### src/rtl/s2tc_pkg.sv
// Shared types and helpers for the secure stage-2 control register.
// Assumes the stored fields are the only state; everything else is derived.
package s2tc_pkg;

    // Writable fields of the control word
    typedef struct packed {
        logic       out_ns;   // bit 30
        logic       walk_ns;  // bit 29
        logic [1:0] gcode;    // bits 15:14
        logic [1:0] lcode;    // bits 7:6
        logic [5:0] size;     // bits 5:0
    } cfg_t;

    // Effective granule encoding seen by the walker
    typedef enum logic [1:0] {
        GRAN_4K  = 2'd0,
        GRAN_16K = 2'd1,
        GRAN_64K = 2'd2
    } gran_e;

    // Outcome of an access request
    typedef enum logic [1:0] {
        ACC_DONE  = 2'd0,
        ACC_UNDEF = 2'd1,
        ACC_TRAP  = 2'd2,
        ACC_REDIR = 2'd3
    } acc_e;

    // Page-offset bit count of a granule
    function automatic logic [7:0] gran_bits(gran_e g);
        case (g)
            GRAN_16K: gran_bits = 8'd14;
            GRAN_64K: gran_bits = 8'd16;
            default:  gran_bits = 8'd12;
        endcase
    endfunction

endpackage

### src/rtl/s2tc_gate.sv
// Access-permission gate: classifies each request into exactly one outcome
// from privilege level, security state and the nested-virtualization bits.
// Assumes the request fields are stable while req_valid is high.
module s2tc_gate
    import s2tc_pkg::*;
(
    input  logic       clk,
    input  logic       rst_n,
    input  logic       valid,
    input  logic [1:0] el,
    input  logic       ns,
    input  logic       hyp_en,
    input  logic       nest,
    input  logic       nest_mem,
    output logic       done,
    output logic       undef,
    output logic       trap,
    output logic       redir
);

    acc_e outcome;

    // Decide the outcome of the request by privilege level
    always_comb begin
        outcome = ACC_UNDEF;
        case (el)
            2'd3: outcome = ACC_DONE;
            2'd2: outcome = ns ? ACC_UNDEF : ACC_DONE;
            2'd1: begin
                if (hyp_en && nest && nest_mem)
                    outcome = ACC_REDIR;
                else if (hyp_en && nest)
                    outcome = ns ? ACC_UNDEF : ACC_TRAP;
                else
                    outcome = ACC_UNDEF;
            end
            default: outcome = ACC_UNDEF;
        endcase
    end

    // Drive one-hot outcome flags only for a valid request
    always_comb begin
        done  = valid && (outcome == ACC_DONE);
        undef = valid && (outcome == ACC_UNDEF);
        trap  = valid && (outcome == ACC_TRAP);
        redir = valid && (outcome == ACC_REDIR);
    end

    p_one_outcome_r7: assert property (@(posedge clk) disable iff (!rst_n)
        valid |-> $countones({done, undef, trap, redir}) == 1);
    p_idle_quiet_r7: assert property (@(posedge clk) disable iff (!rst_n)
        !valid |-> !(done || undef || trap || redir));
    p_el0_undef_r7: assert property (@(posedge clk) disable iff (!rst_n)
        (valid && el == 2'd0) |-> undef);
    p_el2_ns_undef_r8: assert property (@(posedge clk) disable iff (!rst_n)
        (valid && el == 2'd2 && ns) |-> undef);
    p_trap_secure_r9: assert property (@(posedge clk) disable iff (!rst_n)
        trap |-> (!ns && el == 2'd1));

endmodule

### src/rtl/s2tc_store.sv
// Field storage and readback. Holds only the writable fields; reserved bits
// are produced as constants at readback. Assumes wr_en is already gated.
module s2tc_store
    import s2tc_pkg::*;
#(
    parameter int DATA_W = 64
)(
    input  logic              clk,
    input  logic              rst_n,
    input  logic              wr_en,
    input  logic [DATA_W-1:0] wdata,
    output cfg_t              cfg,
    output logic [DATA_W-1:0] rd_word
);

    localparam int HI_W = DATA_W - 32;

    // Capture writable fields on a permitted write, clear on reset
    always_ff @(posedge clk) begin
        if (!rst_n) begin
            cfg <= '0;
        end else if (wr_en) begin
            cfg.out_ns  <= wdata[30];
            cfg.walk_ns <= wdata[29];
            cfg.gcode   <= wdata[15:14];
            cfg.lcode   <= wdata[7:6];
            cfg.size    <= wdata[5:0];
        end
    end

    // Assemble the read word with reserved bits at fixed values
    always_comb begin
        rd_word = {{HI_W{1'b0}}, 1'b1, cfg.out_ns, cfg.walk_ns, 13'd0,
                   cfg.gcode, 6'd0, cfg.lcode, cfg.size};
    end

    p_hold_r10: assert property (@(posedge clk) disable iff (!rst_n)
        !wr_en |=> $stable(cfg));

endmodule

### src/rtl/s2tc_decode.sv
// Derives walker-facing values from the stored fields: address spaces,
// effective granule, start level, region size and the consistency fault.
// Assumes a fixed 64-bit input address space.
module s2tc_decode
    import s2tc_pkg::*;
(
    input  logic       clk,
    input  logic       rst_n,
    input  cfg_t       cfg,
    output logic       pa_ns,
    output logic       walk_ns,
    output logic [1:0] gran,
    output logic [1:0] level,
    output logic [6:0] region_log2,
    output logic       fault
)
;

    gran_e      g;
    logic       lvl_rsvd;
    logic [7:0] width, gb, stride, nlev, hi_w, lo_w;

    // Resolve address spaces; walk space forces the output space
    always_comb begin
        walk_ns = cfg.walk_ns;
        pa_ns   = cfg.out_ns | cfg.walk_ns;
    end

    // Map the granule code, reserved code acting as 4KB
    always_comb begin
        case (cfg.gcode)
            2'b01:   g = GRAN_64K;
            2'b10:   g = GRAN_16K;
            default: g = GRAN_4K;
        endcase
        gran = g;
    end

    // Start level from code and granule
    always_comb begin
        lvl_rsvd = 1'b0;
        level    = 2'd0;
        if (g == GRAN_4K) begin
            case (cfg.lcode)
                2'b00:   level = 2'd2;
                2'b01:   level = 2'd1;
                2'b10:   level = 2'd0;
                default: level = 2'd3;
            endcase
        end else begin
            case (cfg.lcode)
                2'b00:   level = 2'd3;
                2'b01:   level = 2'd2;
                2'b10:   level = 2'd1;
                default: begin
                    level    = 2'd0;
                    lvl_rsvd = 1'b1;
                end
            endcase
        end
    end

    // Check the input width against the window walked from the start level
    always_comb begin
        width       = 8'd64 - {2'd0, cfg.size};
        region_log2 = width[6:0];
        gb          = gran_bits(g);
        stride      = gb - 8'd3;
        nlev        = 8'd4 - {6'd0, level};
        hi_w        = gb + nlev * stride;
        lo_w        = gb + (nlev - 8'd1) * stride + 8'd1;
        fault       = lvl_rsvd || (width > hi_w) || (width < lo_w);
    end

    p_rsvd_level_fault_r5: assert property (@(posedge clk) disable iff (!rst_n)
        (cfg.gcode inside {2'b01, 2'b10} && cfg.lcode == 2'b11) |-> fault);
    p_out_space_r2: assert property (@(posedge clk) disable iff (!rst_n)
        walk_ns |-> pa_ns);

endmodule

### src/rtl/s2tc_reg.sv
// Top: secure stage-2 translation control register with access gate.
// Read data is combinational in the request cycle; a completed write is
// visible from the following cycle. Assumes one request per cycle.
module s2tc_reg
    import s2tc_pkg::*;
#(
    parameter int          DATA_W    = 64,
    parameter logic [11:0] REDIR_OFF = 12'h048,
    parameter logic [5:0]  TRAP_EC   = 6'h18
)(
    input  logic              clk,
    input  logic              rst_n,
    input  logic              req_valid,
    input  logic              req_write,
    input  logic [1:0]        req_el,
    input  logic              req_ns,
    input  logic              req_hyp_en,
    input  logic              req_nest,
    input  logic              req_nest_mem,
    input  logic [DATA_W-1:0] req_wdata,
    output logic [DATA_W-1:0] rsp_rdata,
    output logic              rsp_done,
    output logic              rsp_undef,
    output logic              rsp_trap,
    output logic [5:0]        rsp_trap_class,
    output logic              rsp_redirect,
    output logic [11:0]       rsp_redirect_off,
    output logic              pa_ns_o,
    output logic              walk_ns_o,
    output logic [1:0]        gran_o,
    output logic [1:0]        level_o,
    output logic [6:0]        region_log2_o,
    output logic              cfg_fault_o
);

    cfg_t              cfg;
    logic [DATA_W-1:0] rd_word;
    logic              wr_en;

    s2tc_gate gate_i (
        .clk      (clk),
        .rst_n    (rst_n),
        .valid    (req_valid),
        .el       (req_el),
        .ns       (req_ns),
        .hyp_en   (req_hyp_en),
        .nest     (req_nest),
        .nest_mem (req_nest_mem),
        .done     (rsp_done),
        .undef    (rsp_undef),
        .trap     (rsp_trap),
        .redir    (rsp_redirect)
    );

    // Commit only writes the gate lets through
    always_comb wr_en = rsp_done && req_write;

    s2tc_store #(.DATA_W(DATA_W)) store_i (
        .clk     (clk),
        .rst_n   (rst_n),
        .wr_en   (wr_en),
        .wdata   (req_wdata),
        .cfg     (cfg),
        .rd_word (rd_word)
    );

    s2tc_decode decode_i (
        .clk         (clk),
        .rst_n       (rst_n),
        .cfg         (cfg),
        .pa_ns       (pa_ns_o),
        .walk_ns     (walk_ns_o),
        .gran        (gran_o),
        .level       (level_o),
        .region_log2 (region_log2_o),
        .fault       (cfg_fault_o)
    );

    // Return data and side-band values only for the matching outcome
    always_comb begin
        rsp_rdata        = (rsp_done && !req_write) ? rd_word : '0;
        rsp_trap_class   = rsp_trap ? TRAP_EC : 6'd0;
        rsp_redirect_off = rsp_redirect ? REDIR_OFF : 12'd0;
    end

    p_trap_class_r9: assert property (@(posedge clk) disable iff (!rst_n)
        rsp_trap |-> rsp_trap_class == TRAP_EC);
    p_blocked_write_r10: assert property (@(posedge clk) disable iff (!rst_n)
        (req_valid && req_write && !rsp_done) |=> $stable(cfg));

endmodule

### config.mk
export PLATFORM = sky130hd
export DESIGN_NAME = s2tc_reg
export DESIGN_NICKNAME = d
export VERILOG_FILES = /design/src/rtl/s2tc_pkg.sv /design/src/rtl/s2tc_gate.sv /design/src/rtl/s2tc_store.sv /design/src/rtl/s2tc_decode.sv /design/src/rtl/s2tc_reg.sv
export SDC_FILE = /design/constraint.sdc
export NUM_CORES = 1
export LEC_CHECK = 0
export BUFFER_PORTS_ARGS = -buffer_cell sky130_fd_sc_hd__buf_2
export CORE_UTILIZATION = 47
export DETAILED_ROUTE_END_ITERATION = 16
export HOLD_SLACK_MARGIN = 0.12
export PLACE_DENSITY = 0.89
export RECOVER_POWER = 25
export SLEW_MARGIN = 0
export SYNTH_ARGS = -nofsm -noshare
export SYNTH_HDL_FRONTEND = slang
export SYNTH_SLANG_ARGS = --single-unit
### constraint.sdc
create_clock -name clk -period 8.8 [get_ports clk]
set_input_delay 1.32 -clock clk [delete_from_list [all_inputs] [get_ports clk]]
set_output_delay 1.32 -clock clk [all_outputs]
set_load 0.01 [all_outputs]
## After elaboration in Yosys (flattened, before gate mapping)

Cells that the tools add are included.

| storage, ports and cells | value |
|---|---|
| input bits | 74 |
| flip-flop bits (word level) | 12 |
| output and inout port bits | 100 |
| word-level logic and storage cells | 59 |

| operators by class | value |
|---|---|
| bitwise operators | 1 |
| $lt $le $gt $ge | 2 |
| equal/unequal tests | 12 |
| add/sub/neg operators | 7 |
| mux-type cells | 15 |
| reductions and logical operators | 15 |
| multipliers | 2 |

Operators by type and width:

| cell | count |
|---|---|
| 2-to-1 mux 32 bit | 1 |
| one-hot mux 2 bit (3 select lines) | 3 |
| adder 5 x 8 -> 8 bit | 2 |
| multiplier 8 x 8 -> 8 bit | 2 |
| equality test 2 bit (second input constant) | 7 |
| equality test 2 x 1 -> 1 bit (second input constant) | 5 |
| one-hot mux 5 bit (2 select lines) | 1 |
| adder 8 x 1 -> 8 bit (second input constant) | 1 |
| > comparator 8 bit | 1 |
| logical AND 1 bit | 8 |
| less-than comparator 8 bit | 1 |
| 2-to-1 mux 2 bit | 4 |
| subtractor 7 x 6 -> 8 bit (first input constant) | 1 |
| subtractor 8 x 1 -> 8 bit (second input constant) | 1 |
| 2-to-1 mux 7 bit | 1 |
| logical NOT 2 bit | 3 |
| subtractor 5 x 2 -> 6 bit (second input constant) | 1 |
| 2-to-1 mux 5 bit | 1 |
| one-hot mux 2 bit (2 select lines) | 1 |
| subtractor 3 x 2 -> 4 bit (first input constant) | 1 |
| 2-to-1 mux 1 bit | 3 |
| OR reduction 3 bit | 1 |
| logical OR 1 bit | 2 |
| logical NOT 1 bit | 1 |
| OR 1 bit | 1 |

## Depth between registers and ports, before layout

Gate-level depths: netlist of the first run.

| logic depth | value |
|---|---|
| depth after elaboration | 11 |
| gate-level depth with buffers | 25 |
| mapped depth without buffers | 25 |

## Modules after synthesis

Synthesis of the first run repeated with hierarchy kept, for this count alone.

| unflattened totals | value |
|---|---|
| cell total of the unflattened synthesis | 425 |
| area, all modules | 3,717.3 um^2 |

Modules (own cells, without submodules):

| module | times used | sequential area each (um^2) | cells each | area an instance (um^2) |
|---|---|---|---|---|
| s2tc_decode | 1 | 0.0 | 215 | 1,894.3 |
| s2tc_store | 1 | 240.2 | 104 | 938.4 |
| s2tc_reg | 1 | 0.0 | 98 | 830.8 |
| s2tc_gate | 1 | 0.0 | 8 | 53.8 |

## Least setup slack after synthesis of the first run

Ideal clock, no wire load.

| timing path | value |
|---|---|
| path kind | reg2out |
| start | register, netlist name store_i.cfg[8] |
| end | output port cfg_fault_o |
| data arrival time | 5.626 ns |
| buffers on the path | 0 |
| data required time | 7.480 ns |
| stages on the path, launching flop included | 23 |
| path slack | 1.854 ns |
| cell sequence | dfxtp_1 inv_1 ha_1 o31ai_2 inv_2 ha_1 inv_1 ha_1 or2_2 fa_1 inv_1 ha_1 inv_1 fa_1 fa_1 inv_1 ha_1 xor2_1 ha_1 o21ai_0 a21oi_1 o41ai_1 a211o_1 |

| on the way | value |
|---|---|
| longest elaborated chain between the ends | 11 |
| elaborated cells on any way between the ends | 21 |
| classes of those cells | add/sub: 6; mul: 2; order compare: 2; eq/ne: 4; mux: 4; reduce/logical: 3 |

Ends and longest elaborated chain:

| item | line | RTL |
|---|---|---|
| equality test 2 bit / equality test 2 x 1 -> 1 bit (equally long branches) | s2tc_decode.sv:31 | `case (cfg.gcode)` |
| one-hot mux 2 bit (2 select lines) (*) | s2tc_decode.sv:31 |  |
| logical NOT 2 bit | s2tc_decode.sv:43 | `if (g == GRAN_4K) begin` |
| 2-to-1 mux 2 bit | s2tc_decode.sv:43 |  |
| subtractor 3 x 2 -> 4 bit | s2tc_decode.sv:69 | `nlev = 8'd4 - {6'd0, level};` |
| subtractor 8 x 1 -> 8 bit | s2tc_decode.sv:71 | `lo_w = gb + (nlev - 8'd1) * stride + 8'd1;` |
| multiplier 8 x 8 -> 8 bit | s2tc_decode.sv:71 |  |
| adder 5 x 8 -> 8 bit | s2tc_decode.sv:71 |  |
| adder 8 x 1 -> 8 bit | s2tc_decode.sv:71 |  |
| less-than comparator 8 bit | s2tc_decode.sv:72 | `fault = lvl_rsvd \|\| (width > hi_w) \|\| (width < lo_w);` |
| logical OR 1 bit (*) | s2tc_decode.sv:72 |  |
| to (decl) | s2tc_reg.sv:33 | `output logic cfg_fault_o` |

Mark *: on every way between the ends. The rest lies on a longest branch, timed or not.

## Worst setup path after layout of the first run

| timing path | value |
|---|---|
| start | register, netlist name store_i.cfg[8] |
| end | output port cfg_fault_o |

| on the way | value |
|---|---|
| longest elaborated chain between the ends | 11 |
| elaborated cells on any way between the ends | 21 |
| classes of those cells | add/sub: 6; mul: 2; order compare: 2; eq/ne: 4; mux: 4; reduce/logical: 3 |

Ends and longest elaborated chain:

| item | line |
|---|---|
| equality test 2 bit / equality test 2 x 1 -> 1 bit (equally long branches) | s2tc_decode.sv:31 |
| one-hot mux 2 bit (2 select lines) (*) | s2tc_decode.sv:31 |
| logical NOT 2 bit | s2tc_decode.sv:43 |
| 2-to-1 mux 2 bit | s2tc_decode.sv:43 |
| subtractor 3 x 2 -> 4 bit | s2tc_decode.sv:69 |
| subtractor 8 x 1 -> 8 bit | s2tc_decode.sv:71 |
| multiplier 8 x 8 -> 8 bit | s2tc_decode.sv:71 |
| adder 5 x 8 -> 8 bit | s2tc_decode.sv:71 |
| adder 8 x 1 -> 8 bit | s2tc_decode.sv:71 |
| less-than comparator 8 bit | s2tc_decode.sv:72 |
| logical OR 1 bit (*) | s2tc_decode.sv:72 |

Marks and branches as above.

==> flow_summary.toml, run 1 <==
[power_and_ir_drop]
peakVddDrop_uv = 111
p_per_area_nw_per_um2 = 111
power.leakage_nw = 1.89

[sta]
tns_ns = 0
max-slew-margin-rel_pct = 54.8
post-route-min-period_ns = 7.65
hold_viol = 0
worstMarginPinSlew_ns = 0.677
grt_setup_unrepaired = "false"
finClkSkew_ns = 0
fmax_mhz = 131
setup_violations = 0
fin_crit_sh_pct = 87.0
slew_violations = 0

[cells_and_area]
n_antenna_cell = 0
top_regs = "store_i.cfg x12"
nets = 606
largest_reg_flops = 12
top_register = "store_i.cfg"
final_area_sq_um = 3350
drive_gt1_share_pct = 13.8
area_growth_pct = 4.57

[critical_path]
worst-path-buf-inv = 8
rr_startpoint = "store_i.cfg[8]$_SDFFE_PN0P_"
critPathLaunch = "store_i.cfg[8]$_SDFFE_PN0P_"
worst_path_max_delay_cell = "fa_1"
cp-start-kind = "register"
worstPathArrival_ns = 6.33
critPathMaxFanout = 9
critical_path_class = "register to output port"
cpLargestDelayFamily = "adder cells"
cpPeakStageDelay_ns = 0.56
cp_common_cell = "ha_1"
required_ns = 7.48
cp-end-kind = "output port"

[yosys]
synth_top_area_cell = "ha_1"
syn_inst = 395
synthesis.area_sq_um = 3200
synth_seq_cells = 12
synthTopCellsByCount = "70 x buf_4, 65 x inv_1, 59 x ha_1"
yosysTopAreaCellShare_pct = 23.1
async_reset_ff_share_pct = 0
synth_area_leaders = "ha_1 23%, buf_4 16%, fa_1 14%"
ys_seq_area_share_pct = 7.50
yosysWarnings = 0
synth_enable_flop_cells = 0
synth_flop_cell = "dfxtp_1"
synth_area_per_cell_sq_um = 8.11
synth.most_common_cell = "buf_4"
synth_cell_types = 36

[global_routing]
grt_overflow = 0
grt_pass1_wl_microns = 10300
grtUsageMet1_pct = 21.2
grtUsageMet2_pct = 32.7
grt_pass1_vias = 2348
antenna_found_initial = 0
grt.total_usage_pct = 17.2
met3_usage_pct = 0.885
grt_busiest_layer = "met2"
grt_max_degree = 16

[clock_network]
path_clk_slew_ns = 0.06
cts_setup_buffers = 0
cts_hold_buf = 0
cts_buffers = 3
cts_resized = 0
cts_max_path_buffers = 2
cts.sinks = 12
root_buffer = "clkbuf_8"
clk_latency_ns = 0.24
cts_tree = "yes"
h-tree-depth = 1

[floorplan]
fp-row-count = 29
die_area_sq_um = 7150
fp.dieH_microns = 84.5
ioPinCount = 174
die_width_microns = 84.5
start_util_pct = 49.6
coreArea_sq_um = 6460

[min_path]
hold_class = "register to register"
hp-start = "store_i.cfg[11]$_SDFFE_PN0P_"

[job]
maxCapViolations = 0

[routing]
wire_per_inst_microns = 11.3
vias_per_cell = 4.66
vias = 2457
drt_iter0_markers = 82
drt-total-wl_microns = 5930
drcViolationCount = 5
ant_nets = 0
first_pass_iters = 10

[placed_design]
portBuffers = 56
dpl-instance-area_sq_um = 3300
post-dp-hpwl_microns = 5150
gp_congestion = 0.858

[run_status]
status = "complete, but fails checks"
violations = "design-rule violations"
==> cell type report <==
cell class	count	area, sq um
repair buffers	58	287
flip-flops and latches	12	240
multi-input cells	309	2420
fillers	596	3110
well taps	77	96.3
clock buffers	4	55.1
inverters	67	251
==> layout by cell type (no fill, tap or decap), types with 2 or more instances in the layout <==
master / count
conb_1: 70
inv_1: 65
ha_1: 59
buf_2: 52
nand2_1: 23
fa_1: 22
nor2_1: 21
xnor2_1: 17
and2_1: 13
nand3_1: 13
a21boi_0: 12
dfxtp_1: 12
a21oi_1: 9
xor2_1: 8
nor2b_1: 7
o21ai_0: 6
nor3_1: 6
a21o_1: 5
clkbuf_1: 5
clkbuf_8: 4
or2_2: 2
o21bai_1: 2
nand4_1: 2
a31oi_1: 2
==> kinds of logic after synthesis <==
kind of cell,synth area share [%]
DFF,7.50
adders and majority gates,36.8
muxes,0.313
other,0.235
and+or+nand+nor,13.0
xor gates and xnor gates,8.40
buffers and inverters,24.9
AOI/OAI and AO/OA,8.79
==> metal layers <==
layer	up-vias	share of wire, %
li1	1215	-
met1	1151	42
met2	85	52
met3	6	4.4
met4	0	1.1
met5	-	0
==> tightest hold or removal path: stages (launching register included) <==
cell and delay [ns]:
dfxtp_1 0.32, nand2_1 0.05, a21boi_0 0.07
==> metrics by stage <==
step	utilization [%]	total power, mW	std cells	setup slack, ns	hold slack, ns
finish	51.8	0.370	527	1.15	0.481
global route	51.8	0.407	527	0.814	0.535
CTS	52.0	0.371	527	1.12	0.481
detailed placement	51.1	0.309	523	1.42	0.475
global placement	51.1	0.299	523	1.50	0.465
floorplan	-	0.273	463	1.85	0.447
==> power breakdown <==
part,switching [mW],total (mW),internal (mW)
Combinational,0.145,0.252,0.107
Sequential,0.00205,0.0580,0.0560
Clock,0.0208,0.0604,0.0395
Total,0.168,0.370,0.202
==> worst paths after layout <==
kind | to | slack, ns | depth (start not counted)
max | cfg_fault_o | 1.15 | 25
min | store_i.cfg[11]$_SDFFE_PN0P_ | 0.48 | 2
max reg2reg | store_i.cfg[8]$_SDFFE_PN0P_ | 8.01 | 2
min reg2reg | store_i.cfg[11]$_SDFFE_PN0P_ | 0.48 | 2
Note: power is estimated with default switching activity, not from simulation.
==> run 2: changes to the inputs <==
--- a/config.mk
+++ b/config.mk
@@ -6,6 +6,7 @@
 export NUM_CORES = 1
 export LEC_CHECK = 0
 export BUFFER_PORTS_ARGS = -buffer_cell sky130_fd_sc_hd__buf_2
+export CORE_ASPECT_RATIO = 1.2
 export CORE_UTILIZATION = 47
 export DETAILED_ROUTE_END_ITERATION = 16
 export HOLD_SLACK_MARGIN = 0.12
==> run 2 against run 1 <==
  * The run now ends clean
  * Register-to-register slack improved by 0.02 ns
  * Hold slack improved by 0.010 ns
  * Clock power rose by 0.7%
  * Clock skew did not move
  * Cell count rose by 1.5%
  * Critical endpoint unchanged
  * Flip-flop and latch count did not move
  * Clock-buffer cell count did not move
  * Die area barely moved
  * Largest power group unchanged
  * Combinational power rose by 2%
==> flow_summary.toml, run 2 (synthesis gave the netlist of run 1 again) <==
[run_status]
status = "finished, final reports clean"

[clock_network]
cts_buffers = 3
cts_setup_buffers = 0
root_buffer = "clkbuf_8"
path_clk_slew_ns = 0.05
cts_tree = "yes"
cts_resized = 0
cts_max_path_buffers = 2
clk_latency_ns = 0.25
cts.sinks = 12
cts_hold_buf = 0
h-tree-depth = 1

[critical_path]
required_ns = 7.48
cp-start-kind = "register"
critPathMaxFanout = 9
cp-end-kind = "output port"
worstPathArrival_ns = 6.31
critical_path_class = "register to output port"

[power_and_ir_drop]
peakVddDrop_uv = 120
power.leakage_nw = 1.89
p_int_uw = 204
p_seq_share_pct = 15.4
p_sw_uw = 171
p_per_area_nw_per_um2 = 112
clkPwrFrac_pct = 16.2
power_switching_share_pct = 45.7
combinationalPowerShare_pct = 68.4

[cells_and_area]
nets = 606
mostFrequentLayoutCells = "70 x conb_1, 65 x inv_1, 59 x ha_1"
top_register = "store_i.cfg"
largest_reg_flops = 12
layout.cells.non_filler = 535
final_common_cell = "conb_1"
top_regs = "store_i.cfg x12"
n_antenna_cell = 0
area_growth_pct = 4.92
drive_gt1_share_pct = 14.0

[global_routing]
grt.total_usage_pct = 17.1
grtUsageMet1_pct = 17.3
grt_pass1_wl_microns = 9940
grt_busiest_layer = "met2"
met3_usage_pct = 1.67
grt_max_degree = 16
grt_pass1_vias = 2442
grt_overflow = 0
antenna_found_initial = 0
grtUsageMet2_pct = 33.3

[sta]
finClkSkew_ns = 0
fin_crit_sh_pct = 86.7
setup_violations = 0
tns_ns = 0
fmax_mhz = 131
slew_violations = 0
max-slew-margin-rel_pct = 53.1
hold_viol = 0
grt_setup_unrepaired = "false"
hold_ws_ns = 0.491
post-route-min-period_ns = 7.63
worstMarginPinSlew_ns = 0.702

[floorplan]
ioPinCount = 174
die_area_sq_um = 7150
fp.dieH_microns = 92.4
start_util_pct = 49.4
coreArea_sq_um = 6490
die_width_microns = 77.3
fp-row-count = 32

[routing]
first_pass_iters = 4
wire_per_inst_microns = 11.0
drcViolationCount = 0
vias = 2479
vias_per_cell = 4.63
ant_nets = 0
drt-total-wl_microns = 5880
drt_iter0_markers = 43

[placed_design]
post-dp-hpwl_microns = 5270
portBuffers = 56
gp_congestion = 0.805
dpl.cell_count = 531

[min_path]
hold_class = "register to register"

[job]
maxCapViolations = 0
run 2: per-stage QoR:
stage	utilization (%)	total power, mW	area (sq um)	worst slack, ns
finish	51.8	0.375	3360	1.17
global route	51.8	0.417	3360	0.792
CTS	51.9	0.378	3370	1.17
detailed placement	51.1	0.314	3310	1.47
global placement	51.1	0.299	3310	1.54
floorplan	-	0.273	3460	1.85
run 2: cell type report:
class | instances | area (sq um)
Clock buffer | 4 | 55.1
Fill cell | 614 | 3130
Inverter | 67 | 251
Multi-Input combinational cell | 309 | 2420
Sequential cell | 12 | 240
Tap cell | 85 | 106
Timing Repair Buffer | 58 | 288
run 2: path summary, 6_finish.rpt:
check	startpoint	endpoint	slack (ns)	cells past startpoint
max	store_i.cfg[8]$_SDFFE_PN0P_	cfg_fault_o	1.17	25
min	store_i.cfg[10]$_SDFFE_PN0P_	store_i.cfg[10]$_SDFFE_PN0P_	0.49	2
max reg2reg	store_i.cfg[0]$_SDFFE_PN0P_	store_i.cfg[0]$_SDFFE_PN0P_	8.03	2
min reg2reg	store_i.cfg[10]$_SDFFE_PN0P_	store_i.cfg[10]$_SDFFE_PN0P_	0.49	2
run 2: power groups by stage:
| stage | Combinational (mW) | Sequential, mW | Clock (mW) |
|---|---|---|---|
| 4_1_cts | 0.258 | 0.0579 | 0.0620 |
| 6_report | 0.256 | 0.0579 | 0.0608 |
| 2_1_floorplan | 0.214 | 0.0585 | 0 |
| 3_5_place_dp | 0.255 | 0.0591 | 0 |
| 3_3_place_gp | 0.240 | 0.0589 | 0 |
| 5_1_grt | 0.294 | 0.0582 | 0.0648 |
run 2: worst max-delay path, stage by stage, from the launching register on:
cell	delay (ns)
dfxtp_1	0.39
inv_1	0.08
ha_1	0.37
o21ai_0	0.16
o31ai_2	0.11
buf_4	0.19
inv_2	0.20
ha_1	0.25
inv_1	0.13
ha_1	0.33
or2_2	0.30
fa_1	0.50
inv_1	0.04
ha_1	0.26
inv_1	0.05
fa_1	0.52
fa_1	0.56
inv_1	0.05
ha_1	0.33
xor2_1	0.18
ha_1	0.28
o21ai_0	0.07
a21oi_1	0.14
o41ai_1	0.11
a211o_1	0.29
buf_2	0.14
run 2: routing by layer:
layer,up-vias,wire length (microns)
li1,1218,-
met1,1124,2160
met2,111,3120
met3,26,321
met4,0,269
met5,-,0
